--- src/rtl/seq_bank_mapper_pkg.sv ---
package seq_bank_mapper_pkg;

  localparam int unsigned DEF_BANKS    = 16;
  localparam int unsigned DEF_OFF_W    = 12;
  localparam int unsigned DEF_DATA_W   = 8;
  localparam int unsigned DEF_ADDR_W   = 13;
  localparam logic [11:0] DEF_HOT_OFF  = 12'hFF0;
  localparam logic [7:0]  DEF_IMG_SEED = 8'h5A;

  typedef enum logic [1:0] {
    ACC_IDLE  = 2'd0,
    ACC_READ  = 2'd1,
    ACC_WRITE = 2'd2
  } acc_kind_e;

endpackage

--- src/rtl/sbm_addr_dec.sv ---
module sbm_addr_dec #(
  parameter int unsigned ADDR_W  = 13,
  parameter int unsigned OFF_W   = 12,
  parameter logic [OFF_W-1:0] HOT_OFF = '1
) (
  input  logic                               acc_stb,
  input  logic                               acc_wr,
  input  logic [ADDR_W-1:0]                  acc_addr,
  output logic [OFF_W-1:0]                   offset,
  output logic                               hot_hit,
  output seq_bank_mapper_pkg::acc_kind_e     kind
);
  import seq_bank_mapper_pkg::*;

  // Window offset: upper bus bits are ignored
  assign offset  = acc_addr[OFF_W-1:0];
  assign hot_hit = acc_stb && (offset == HOT_OFF);

  always_comb begin
    if (!acc_stb)    kind = ACC_IDLE;
    else if (acc_wr) kind = ACC_WRITE;
    else             kind = ACC_READ;
  end

endmodule

--- src/rtl/sbm_bank_ctr.sv ---
module sbm_bank_ctr #(
  parameter int unsigned BANKS  = 16,
  parameter int unsigned BANK_W = 4
) (
  input  logic              clk,
  input  logic              rst_n,
  input  logic              step_req,
  input  logic              bank_lock,
  output logic [BANK_W-1:0] bank_q
);
  localparam logic [BANK_W-1:0] LAST_BANK = BANK_W'(BANKS - 1);

  logic [BANK_W-1:0] bank_inc;
  logic [BANK_W-1:0] bank_d;
  logic              bank_en;

  generate
    if (BANKS == (1 << BANK_W)) begin : g_pow2_wrap
      assign bank_inc = bank_q + BANK_W'(1);
    end else begin : g_cmp_wrap
      assign bank_inc = (bank_q == LAST_BANK) ? '0 : bank_q + BANK_W'(1);
    end
  endgenerate

  // Next-state: one step per strobed hotspot access, unless locked
  always_comb begin
    bank_en = step_req && !bank_lock;
    bank_d  = bank_inc;
  end

  always_ff @(posedge clk or negedge rst_n) begin
    if (!rst_n)       bank_q <= '0;
    else if (bank_en) bank_q <= bank_d;
  end

endmodule

--- src/rtl/sbm_image_rom.sv ---
module sbm_image_rom #(
  parameter int unsigned BANK_W = 4,
  parameter int unsigned OFF_W  = 12,
  parameter int unsigned DATA_W = 8,
  parameter logic [DATA_W-1:0] IMG_SEED = '0
) (
  input  logic              clk,
  input  logic              rst_n,
  input  logic              rd_req,
  input  logic [BANK_W-1:0] bank,
  input  logic [OFF_W-1:0]  offset,
  output logic [DATA_W-1:0] rd_data,
  output logic              rd_vld
);
  localparam int unsigned IDX_W  = BANK_W + OFF_W;
  localparam int unsigned SLICES = (IDX_W + DATA_W - 1) / DATA_W;
  localparam int unsigned PAD_W  = SLICES * DATA_W;

  logic [IDX_W-1:0]  idx;
  logic [PAD_W-1:0]  idx_pad;
  logic [DATA_W-1:0] fold [SLICES+1];
  logic [DATA_W-1:0] byte_d;
  logic [DATA_W-1:0] data_d;

  assign idx     = {bank, offset};
  assign idx_pad = PAD_W'(idx);
  assign fold[0] = IMG_SEED;

  // Image content: XOR of all byte slices of the linear index with a seed
  generate
    for (genvar s = 0; s < SLICES; s++) begin : g_fold
      assign fold[s+1] = fold[s] ^ idx_pad[s*DATA_W +: DATA_W];
    end
  endgenerate

  assign byte_d = fold[SLICES];

  always_comb begin
    data_d = rd_req ? byte_d : rd_data;
  end

  always_ff @(posedge clk or negedge rst_n) begin
    if (!rst_n) begin
      rd_data <= '0;
      rd_vld  <= 1'b0;
    end else begin
      rd_vld <= rd_req;
      if (rd_req) rd_data <= data_d;
    end
  end

endmodule

--- src/rtl/seq_bank_mapper.sv ---
module seq_bank_mapper #(
  parameter int unsigned ADDR_W   = seq_bank_mapper_pkg::DEF_ADDR_W,
  parameter int unsigned OFF_W    = seq_bank_mapper_pkg::DEF_OFF_W,
  parameter int unsigned DATA_W   = seq_bank_mapper_pkg::DEF_DATA_W,
  parameter int unsigned BANKS    = seq_bank_mapper_pkg::DEF_BANKS,
  parameter logic [11:0] HOT_OFF  = seq_bank_mapper_pkg::DEF_HOT_OFF,
  parameter logic [7:0]  IMG_SEED = seq_bank_mapper_pkg::DEF_IMG_SEED,
  localparam int unsigned BANK_W  = $clog2(BANKS),
  localparam int unsigned CNT_W   = $clog2(BANKS + 1)
) (
  input  logic              clk,
  input  logic              rst_n,
  input  logic              acc_stb,
  input  logic              acc_wr,
  input  logic [ADDR_W-1:0] acc_addr,
  input  logic              bank_lock,
  output logic [DATA_W-1:0] rd_data,
  output logic              rd_vld,
  output logic [BANK_W-1:0] cur_bank,
  output logic [CNT_W-1:0]  bank_count
);
  import seq_bank_mapper_pkg::*;

  logic [OFF_W-1:0] offset;
  logic             hot_hit;
  acc_kind_e        kind;
  logic             rd_req;

  sbm_addr_dec #(
    .ADDR_W  (ADDR_W),
    .OFF_W   (OFF_W),
    .HOT_OFF (OFF_W'(HOT_OFF))
  ) u_dec (
    .acc_stb  (acc_stb),
    .acc_wr   (acc_wr),
    .acc_addr (acc_addr),
    .offset   (offset),
    .hot_hit  (hot_hit),
    .kind     (kind)
  );

  assign rd_req = (kind == ACC_READ);

  sbm_bank_ctr #(
    .BANKS  (BANKS),
    .BANK_W (BANK_W)
  ) u_bank (
    .clk       (clk),
    .rst_n     (rst_n),
    .step_req  (hot_hit),
    .bank_lock (bank_lock),
    .bank_q    (cur_bank)
  );

  // The fetch uses the registered bank, so a hotspot read sees the old bank
  sbm_image_rom #(
    .BANK_W   (BANK_W),
    .OFF_W    (OFF_W),
    .DATA_W   (DATA_W),
    .IMG_SEED (DATA_W'(IMG_SEED))
  ) u_rom (
    .clk     (clk),
    .rst_n   (rst_n),
    .rd_req  (rd_req),
    .bank    (cur_bank),
    .offset  (offset),
    .rd_data (rd_data),
    .rd_vld  (rd_vld)
  );

  assign bank_count = CNT_W'(BANKS);

endmodule

--- config.mk ---
export PLATFORM = sky130hd
export DESIGN_NAME = seq_bank_mapper
export DESIGN_NICKNAME = d
export VERILOG_FILES = /design/src/rtl/seq_bank_mapper_pkg.sv /design/src/rtl/sbm_addr_dec.sv /design/src/rtl/sbm_bank_ctr.sv /design/src/rtl/sbm_image_rom.sv /design/src/rtl/seq_bank_mapper.sv
export SDC_FILE = /design/constraint.sdc
export NUM_CORES = 1
export LEC_CHECK = 0
export CORE_MARGIN = 1
export CORE_UTILIZATION = 36
export DETAILED_ROUTE_END_ITERATION = 10
export PLACE_DENSITY = 0.77
export SYNTH_ARGS = -nofsm -noshare
export SYNTH_HDL_FRONTEND = slang
export SYNTH_HIERARCHICAL = 1
export SYNTH_SLANG_ARGS = --single-unit
--- constraint.sdc ---
create_clock -name clk -period 1.12 [get_ports clk]
set_clock_uncertainty 0.05 [all_clocks]
set_input_delay 0.168 -clock clk [delete_from_list [all_inputs] [get_ports clk]]
set_output_delay 0.168 -clock clk [all_outputs]
set_load 0.005 [all_outputs]
==> run summary <==
ROUTE
--------------------------------------------------------------------------------------
Detailed-route via count                                                           597
Met3 Routed Length                                                          86 microns
DRC violation count after routing                                                    0
Highest routed metal layer                                                        met4
Detailed-routing wirelength on met1                                        694 microns
Wire length per cell after detailed routing                               12.1 microns
Routed wl met2                                                             893 microns
Final routed wirelength across all metal layers                           1680 microns
Number of vias per cell                                                           4.29
1st-pass router iterations                                                           3
Iteration-0 DRC Markers                                                              1
Remaining antenna violation count after routing                                      0

GLOBAL ROUTING
--------------------------------------------------------------------------------------
Maximum number of pins on one net before global-route repair                        14
Vias in the first global route                                                     623
Wire length of the first global-routing pass                              2740 microns
Remaining Overflow, GRT                                                              0
Number of antenna violations at the first check in global routing                    0
Total global-route track usage                                                   15.5%

SETUP PATH
--------------------------------------------------------------------------------------
FF-to-FF setup slack                                                          -0.08 ns
Critical path type                                                             reg2reg
Terminus of the critical flop-to-flop path                                u_rom/rd_data[4]
Reg-to-Reg Start                                                          u_bank/bank_q[0]
Data arrival time of the worst path                                            1.32 ns
Required time of the worst setup path                                          1.23 ns
Worst-path fanout max                                                                3
Element type at the critical path start                                      flip-flop
Kind of end point of the critical path                                       flip-flop
Number of cell instances on the worst register-to-register path                      4

CLOCKING
--------------------------------------------------------------------------------------
Number of buffers added by the clock tree synthesis step                             3
Clock tree from TritonCTS                                                          yes
Depth of the CTS H-tree                                                              1
Clock Root Buffer                                                         sky130_fd_sc_hd__clkbuf_4
Clock latency of the later-clocked register in the worst-skew pair             0.27 ns
Clock slew at the register clock pins of the worst setup and hold paths        0.08 ns
Clock sink count                                                                    13
Largest buffer count on any clock path                                               2

TIMING
--------------------------------------------------------------------------------------
Clock period minus worst slack                                                 1.20 ns
Final count of hold timing violations                                                0
Maximum clock rate                                                             831 MHz
TNS Setup                                                                    -0.169 ns
Final Setup Violations                                                               4
Final Worst Setup Slack                                                     -0.0834 ns
Final Max Tran Viols                                                                 0
Unrepaired setup endpoints after global routing                                    yes
Part of the cycle the worst path needs                                            107%

YOSYS
--------------------------------------------------------------------------------------
Post-synthesis area per instance                                            11.2 sq um
Flops & latches, synth                                                              13
Synthesized instance count                                                          69
YS warnings                                                                          6
Multiplexer fraction of the synthesized cell area                                8.25%
Synthesized area                                                             773 sq um
Share of the synthesized netlist area taken by xor and xnor gates                12.5%
Portion of the post-synthesis area used by sequential elements                   42.1%
Synthesized-area fraction occupied by and/or/nand/nor cells                      14.1%
Dominant combinational cell family by area after synthesis                buffers and inverters
Adder and majority cell fraction of the synthesized area                         1.62%
Compound-Gate Fraction of Synth Area                                             2.59%
Synth unique cells                                                                  20

CELLS AND AREA
--------------------------------------------------------------------------------------
Area occupied by registers                                                   327 sq um
Fraction of layout instances using a drive strength above 1                      50.9%
Count of inserted antenna diode cells                                                0
Final core area utilization                                                      58.8%
Final net count                                                                    132
Area of the multi-input gates                                                355 sq um
Syn-to-layout area delta                                                         50.6%
Number of filler instances in the final layout                                     191

HOLD PATH
--------------------------------------------------------------------------------------
Path class of the lowest-slack min-delay path                                 in2async

PLACEMENT
--------------------------------------------------------------------------------------
Placement-stage worst setup slack                                            -0.655 ns
DPL Wire Length                                                           1160 microns
I/O Buffers                                                                         29
Final Wtd Congestion                                                             0.715

POWER
--------------------------------------------------------------------------------------
Peak VDD IR                                                                   0.688 mV
Total Power                                                                    1.15 mW
Cell area power density                                                    991 nW/um^2
Leak pwr                                                                      0.566 nW

FLOORPLANNING
--------------------------------------------------------------------------------------
Die Y                                                                     48.3 microns
Ports placed on the boundary                                                        36
Core area                                                                   1980 sq um
Number of core rows                                                                 16
Initial core utilization                                                         39.0%
Area enclosed by the die boundary                                           2340 sq um
Horizontal die dimension                                                  48.3 microns

JOB
--------------------------------------------------------------------------------------
Max Cap Violations                                                                   0

OUTCOME
--------------------------------------------------------------------------------------
Status                                                                    finished, violations left
Violations in the final reports                                           setup timing

-- logic make-up (layout without fill, tap and decap cells) --
family | after synthesis | count (layout)
muxes | 5 | 5
and+or+nand+nor | 15 | 15
xor gates and xnor gates | 11 | 11
adders and majority gates | 1 | 1
AOI/OAI and AO/OA | 4 | 4
DFF | 13 | 13
other | 2 | 5
buffers and inverters | 18 | 58
-- sequential cells by signal, summed over array words and instances (netlist names) --
| signal | cells |
|---|---|
| u_rom/rd_data | 8 |
| u_bank/bank_q | 4 |
| u_rom/rd_vld | 1 |
-- per-layer routing --
layer | vias up | global-route usage [%]
met3 | 2 | 3.46
met4 | 0 | 7.35
met5 | - | 0
met2 | 20 | 25.1
met1 | 287 | 19.7
li1 | 288 | -
-- final cells by class --
| class | count | area share (%) |
|---|---|---|
| Multi-Input combinational cell | 41 | 30.5 |
| Tap cell | 27 | 2.90 |
| Clock buffer | 4 | 2.26 |
| Sequential cell | 13 | 28.0 |
| Timing Repair Buffer | 54 | 36.3 |
-- how the worst max path moves through the flow --
stage	start	slack, ns	to	cells past startpoint
6_report	u_bank/bank_q[0]	-0.08	u_rom/rd_data[4]	4
5_1_grt	u_bank/bank_q[0]	-0.12	u_rom/rd_data[4]	4
4_1_cts	u_bank/bank_q[1]	-0.11	u_bank/bank_q[1]	3
3_5_place_dp	acc_addr[8]	-0.65	u_bank/bank_q[1]	5
3_3_place_gp	acc_addr[9]	-0.60	u_bank/bank_q[1]	5
2_1_floorplan	acc_addr[1]	-0.11	u_bank/bank_q[1]	4
-- placed cells by master, fill, tap and decap left out, drive strengths merged, types with 2 or more instances in the layout --
cell / count
buf: 32
dlygate4sd2: 3
clkbuf: 14
nor2: 4
dfrtp: 13
a21oi: 4
xnor2: 10
conb: 5
mux2: 5
clkdlybuf4s15: 7
clkdlybuf4s50: 2
nor2b: 3
nand2: 2
-- per-stage QoR --
| stage | cells | area (sq um) | hold slack [ns] |
|---|---|---|---|
| detailed placement | 127 | 1100 | 0.446 |
| floorplan | 72 | 788 | -0.178 |
| global placement | 127 | 1100 | 0.436 |
| global route | 139 | 1160 | 0.152 |
| CTS | 139 | 1160 | 0.137 |
| finish | 139 | 1160 | 0.149 |
-- critical path: stages, from the launching register on --
cell                      delay [ns]
sky130_fd_sc_hd__dfrtp_1        0.41
sky130_fd_sc_hd__buf_6          0.14
sky130_fd_sc_hd__buf_6          0.12
sky130_fd_sc_hd__xnor2_2        0.12
sky130_fd_sc_hd__mux2_4         0.26
-- power breakdown --
| group | leakage, nW | switching [mW] | internal (mW) |
|---|---|---|---|
| clock network | 0.0150 | 0.150 | 0.138 |
| registers | 0.158 | 0.0291 | 0.524 |
| logic | 0.392 | 0.111 | 0.201 |
| total | 0.566 | 0.290 | 0.864 |
-- synth_stat cells --
cell / count / area (sq um)
sky130_fd_sc_hd__a21oi_1: 4 / 20.0
sky130_fd_sc_hd__and2_1: 1 / 6.26
sky130_fd_sc_hd__buf_4: 17 / 128
sky130_fd_sc_hd__buf_6: 1 / 11.3
sky130_fd_sc_hd__conb_1: 2 / 7.51
sky130_fd_sc_hd__dfrtp_1: 13 / 325
sky130_fd_sc_hd__ha_1: 1 / 12.5
sky130_fd_sc_hd__mux2_2: 3 / 33.8
sky130_fd_sc_hd__mux2_4: 2 / 30.0
sky130_fd_sc_hd__nand2_1: 2 / 7.51
sky130_fd_sc_hd__nand3b_1: 1 / 7.51
sky130_fd_sc_hd__nand4_1: 1 / 6.26
sky130_fd_sc_hd__nand4b_1: 1 / 8.76
sky130_fd_sc_hd__nand4bb_1: 1 / 11.3
sky130_fd_sc_hd__nor2_1: 4 / 15.0
sky130_fd_sc_hd__nor2b_1: 1 / 6.26
sky130_fd_sc_hd__nor2b_4: 2 / 27.5
sky130_fd_sc_hd__nor4_2: 1 / 12.5
sky130_fd_sc_hd__xnor2_1: 10 / 87.6
sky130_fd_sc_hd__xor2_1: 1 / 8.76
-- what timing repair did --
| action | in CTS | in global routing |
|---|---|---|
| setup endpoints to repair | 25 | 14 |
| pin swaps | 7 | 8 |
| gates resized for setup | 64 | 23 |
| buffers inserted | 8 | 0 |
| hold buffers | 0 | 0 |
No activity file was read; power rests on OpenSTA's default activity.
